<file path="src/rtl/fser_pkg.sv">
package fser_pkg;

  // Kind of frame being emitted
  typedef enum logic {
    FRAME_DATA  = 1'b0,
    FRAME_TRAIN = 1'b1
  } frame_kind_e;

  // Training pattern: ones in the lower half of bit positions, zeros above
  function automatic logic train_bit(input int pos, input int ones);
    return (pos < ones);
  endfunction

endpackage

</file>
<file path="src/rtl/fser_bit_counter.sv">
module fser_bit_counter #(
  parameter int FRAME_W = 12,
  localparam int IDX_W  = $clog2(FRAME_W)
) (
  input  logic clk,
  input  logic rst,
  input  logic bit_en,
  output logic load_o
);
  localparam logic [IDX_W-1:0] LAST = IDX_W'(FRAME_W - 1);

  logic [IDX_W-1:0] idx_q;
  logic             at_last;

  assign at_last = (idx_q == LAST);
  assign load_o  = bit_en && at_last;

  // Reset parks the counter at the last position so the first enable loads
  always_ff @(posedge clk) begin
    if (rst) begin
      idx_q <= LAST;
    end else if (bit_en) begin
      idx_q <= at_last ? '0 : idx_q + 1'b1;
    end
  end
endmodule

</file>
<file path="src/rtl/fser_frame_builder.sv">
module fser_frame_builder #(
  parameter int DATA_W  = 10,
  localparam int FRAME_W = DATA_W + 2,
  localparam int ONES    = FRAME_W / 2
) (
  input  logic              [DATA_W-1:0]  word_i,
  input  fser_pkg::frame_kind_e           kind_i,
  output logic              [FRAME_W-1:0] frame_o
);
  logic [FRAME_W-1:0] data_frame;
  logic [FRAME_W-1:0] train_frame;

  // Position 0 is sent first
  assign data_frame[0]         = 1'b1;
  assign data_frame[FRAME_W-1] = 1'b0;

  genvar g;
  generate
    for (g = 0; g < DATA_W; g++) begin : g_data
      assign data_frame[g+1] = word_i[g];
    end
    for (g = 0; g < FRAME_W; g++) begin : g_train
      assign train_frame[g] = fser_pkg::train_bit(g, ONES);
    end
  endgenerate

  assign frame_o = (kind_i == fser_pkg::FRAME_TRAIN) ? train_frame : data_frame;
endmodule

</file>
<file path="src/rtl/fser_shifter.sv">
module fser_shifter #(
  parameter int FRAME_W = 12
) (
  input  logic               clk,
  input  logic               rst,
  input  logic               bit_en,
  input  logic               load_i,
  input  logic [FRAME_W-1:0] frame_i,
  output logic               ser_o,
  output logic               start_o
);
  logic [FRAME_W-2:0] rest_q;

  always_ff @(posedge clk) begin
    if (rst) begin
      rest_q  <= '0;
      ser_o   <= 1'b0;
      start_o <= 1'b0;
    end else begin
      start_o <= load_i;
      if (load_i) begin
        ser_o  <= frame_i[0];
        rest_q <= frame_i[FRAME_W-1:1];
      end else if (bit_en) begin
        ser_o  <= rest_q[0];
        rest_q <= {1'b0, rest_q[FRAME_W-2:1]};
      end
    end
  end
endmodule

</file>
<file path="src/rtl/frame_serializer.sv">
module frame_serializer #(
  parameter int DATA_W = 10
) (
  input  logic              clk,
  input  logic              rst,
  input  logic              bit_en,
  input  logic [DATA_W-1:0] word_in,
  input  logic              train_req,
  output logic              ser_out,
  output logic              frame_start
);
  localparam int FRAME_W = DATA_W + 2;

  logic               load;
  logic [FRAME_W-1:0] frame;
  fser_pkg::frame_kind_e kind;

  assign kind = train_req ? fser_pkg::FRAME_TRAIN : fser_pkg::FRAME_DATA;

  fser_bit_counter #(.FRAME_W(FRAME_W)) u_cnt (
    .clk    (clk),
    .rst    (rst),
    .bit_en (bit_en),
    .load_o (load)
  );

  fser_frame_builder #(.DATA_W(DATA_W)) u_build (
    .word_i  (word_in),
    .kind_i  (kind),
    .frame_o (frame)
  );

  fser_shifter #(.FRAME_W(FRAME_W)) u_shift (
    .clk     (clk),
    .rst     (rst),
    .bit_en  (bit_en),
    .load_i  (load),
    .frame_i (frame),
    .ser_o   (ser_out),
    .start_o (frame_start)
  );
endmodule

</file>
<file path="config.mk">
export PLATFORM = sky130hd
export DESIGN_NAME = frame_serializer
export DESIGN_NICKNAME = d
export VERILOG_FILES = /design/src/rtl/fser_pkg.sv /design/src/rtl/fser_bit_counter.sv /design/src/rtl/fser_frame_builder.sv /design/src/rtl/fser_shifter.sv /design/src/rtl/frame_serializer.sv
export SDC_FILE = /design/constraint.sdc
export NUM_CORES = 1
export LEC_CHECK = 0
export BUFFER_PORTS_ARGS = -buffer_cell sky130_fd_sc_hd__buf_2
export CAP_MARGIN = 20
export CELL_PAD_IN_SITES_DETAIL_PLACEMENT = 0
export CELL_PAD_IN_SITES_GLOBAL_PLACEMENT = 2
export CORE_AREA = 4 4 52 54
export CTS_BUF_LIST = sky130_fd_sc_hd__clkbuf_4
export CTS_CLUSTER_SIZE = 25
export DETAILED_ROUTE_END_ITERATION = 8
export DIE_AREA = 0 0 56 58
export GPL_ROUTABILITY_DRIVEN = 0
export PLACE_DENSITY_LB_ADDON = 0.1
export SYNTH_ARGS = -nofsm -noshare
export SYNTH_HDL_FRONTEND = slang
export SYNTH_SLANG_ARGS = --single-unit
</file>
<file path="constraint.sdc">
create_clock -name clk -period 3 [get_ports clk]
set_input_delay 0.45 -clock clk [delete_from_list [all_inputs] [get_ports clk]]
set_output_delay 0.45 -clock clk [all_outputs]
set_load 0.005 [all_outputs]
</file>
==> reports/qor.csv <==
stage,metric,value,unit
outcome,status,completed,
hold_path,Min-Delay Startpoint,word_in[9],
sta,Pins Over Slew Limit,0,
synth,Syn. warnings,0,
placement,placed cell count,117,
sta,RSZ-0062 raised after global routing,no,
worst_setup_path,crit start category,register,
layout,layout net count,109,
grt,GR Util All Layers,10.38,%
grt,first-pass GRT wire length,2.594,mm
worst_setup_path,crit-path cells,ha_1 -> and4b_1 -> nand2_4 -> o221a_1,
worst_setup_path,"Max stage delay cell, worst path",and4b_1,
drt,via count,580,
hold_path,Hold Crit Class,primary input to register,
job,max-cap violations,0,
pwr,P_leak,0.3592,nW
clocking,Sinks on Clock Net,16,
layout,"commonest non-fill, non-tap cell in the layout",nor2_1,
drt,"antenna viol nets, final",0,
layout,most frequent cells in the layout,"nor2_1 (19), dfxtp_1 (16), buf_2 (15)",
drt,Iter 0 DRT Violations,9,
sta,min Tclk post-route,1.542,ns
grt,GR peak layer,met2,
grt,GRT met1 Usage,12.52,%
drt,post-DR wirelength/cell,11.93,microns
grt,GR Overflow Total,0,
sta,Fin Hold WS,0.4382,ns
die,Core Area,2212,sq um
drt,1st-pass router iterations,4,
synth,Yosys top cell area share,43.03,%
die,Top Ports,16,
synth,net count after synthesis,95,
grt,initial antenna violation count,0,
worst_setup_path,CP endpoint kind,register,
worst_setup_path,Worst R2R Path Depth,4,
hold_path,Hold Path Stages,3,
worst_setup_path,Critical Path AT,1.71,ns
pwr,Cell Pwr Density,512.3,nW/um^2
grt,met2 Resource Use GR,16.53,%
die,Die Area,3248,sq um
synth,"Seq/Total Area, Yosys",43.03,%
clocking,post-CTS setup buffer count,0,
clocking,TritonCTS clock tree,built,
clocking,H-Tree Level Count,1,
pwr,worst vdd ir,0.0002193,V
sta,worst rel slew slack,73.99,%
clocking,Hold Buf Count CTS,0,
clocking,number of cells upsized or downsized after cts,0,
drt,drc violations,0,
clocking,Num CTS Buffers,3,
clocking,Worst-Skew Late Latency,0.28,ns
synth,Cell variety after synth,22,
clocking,CTS Buffer Depth,2,
placement,dpl hpwl,1.000,mm
grt,largest net degree at the start of global routing,19,
sta,f_max,0.6486,GHz
sta,final hold viol count,0,
synth,Syn Area/Cell,9.306,sq um
sta,setup TNS,0,ns
die,Die Wd,56,microns
sta,crit share post-route,51.39,%
layout,Final Util,37.78,%
grt,vias in the first global route,596,
synth,#FFs+latches synth,16,
pwr,Overall Power,0.4282,mW
synth,largest area contributor in the netlist,dfxtp_1,
layout,layout cells sized above 1,25.00,%
drt,vias per inst,4.833,
sta,Least-Margin Pin Slew,0.3892,ns
layout,Non-Filler Instances,120,
worst_setup_path,Worst EP required,3.17,ns
worst_setup_path,maximum fanout along the worst path,7,
clocking,clock slew at reported path FFs,0.09,ns
sta,clk_skew,0.004157,ns
die,Cell Rows,17,
grt,met3 usage,2.895,%
synth,Syn Inst Count,80,
die,Die Height,58,microns
layout,Layout area overhead,12.27,%
worst_setup_path,Setup CP Type,register to register,
layout,fillers,242,
die,Initial Util,33.65,%
layout,# diodes,0,
synth,Mapped Area,744.5,sq um
placement,port bufs,15,
synth,largest cells by area after synthesis,"dfxtp_1 (43%), nor2_1 (9.6%), o221a_1 (7.6%)",
drt,final WL,1.432,mm
clocking,Root Driver,clkbuf_4,
worst_setup_path,max incr delay on CP,0.45,ns
worst_setup_path,reg-to-reg startpoint,u_cnt.idx_q[0],
sta,Setup Viol. Count Final,0,
worst_setup_path,Critical path origin,u_cnt.idx_q[0],
critical path: cells and delay by family (launching register included):
family,cells,cell delay (ns)
DFF,1,0.39
AOI/OAI and AO/OA,1,0.25
and+or+nand+nor,2,0.57
adders and majority gates,1,0.22
cells by family (layout without fill, tap and decap cells):
| family | after synthesis | count (layout) | share of synthesized area [%] |
|---|---|---|---|
| mux | 1 | 1 | 1.345 |
| buf+inv | 8 | 20 | 6.554 |
| fa+ha+maj | 1 | 1 | 1.680 |
| simple gates | 32 | 32 | 21.34 |
| flops | 16 | 16 | 43.03 |
| compound gates | 22 | 22 | 26.05 |
state kept, by name (all words and copies together) (netlist names):
register         flops
u_cnt.idx_q          4
u_shift.rest_q      10
u_shift.ser_o        1
u_shift.start_o      1
power breakdown:
group	internal, mW	switching, mW
combinational	0.0361	0.0385
clock	0.0465	0.0633
sequential	0.232	0.0121
total	0.314	0.114
metrics by stage:
stage / area, sq um / worst slack [ns]
after global placement: 813.3 / 1.302
final: 835.8 / 1.458
after floorplan: 744.5 / 1.719
after global routing: 835.8 / 1.344
after CTS: 835.8 / 1.448
after detailed placement: 813.3 / 1.260
worst paths after layout:
kind / end / slack (ns)
setup / recovery: u_shift.rest_q[4] / 1.46
hold / removal: u_shift.rest_q[9] / 0.44
setup reg to reg: u_shift.rest_q[4] / 1.46
hold reg to reg: u_shift.rest_q[7] / 0.47
cell usage after synthesis, drive strengths merged:
master / count
a211o: 1
o21ai: 3
a32oi: 1
dfxtp: 16
a211oi: 4
buf: 5
nand3b: 1
a21oi: 2
nor2: 19
inv: 2
mux2i: 1
and4b: 2
o21a: 5
a21boi: 1
clkbuf: 1
o221a: 5
nor2b: 2
nand2: 4
nand2b: 4
ha: 1
metal layers:
metal  routed length (microns)  part of all wire, %
met1                       710                   50
met2                       649                   45
met3                        61                  4.3
met4                        10                 0.70
met5                         0                    0
final cells by class:
cell class	count	area [sq um]	share of cell area (%)
tap	28	35.03	4.192
clock buffer	3	22.52	2.695
timing repair buffer	15	75.07	8.982
sequential	16	320.3	38.32
inverter	2	7.507	0.8982
multi-input combinational	56	375.4	44.91
No activity file was read; power rests on OpenSTA's default activity.
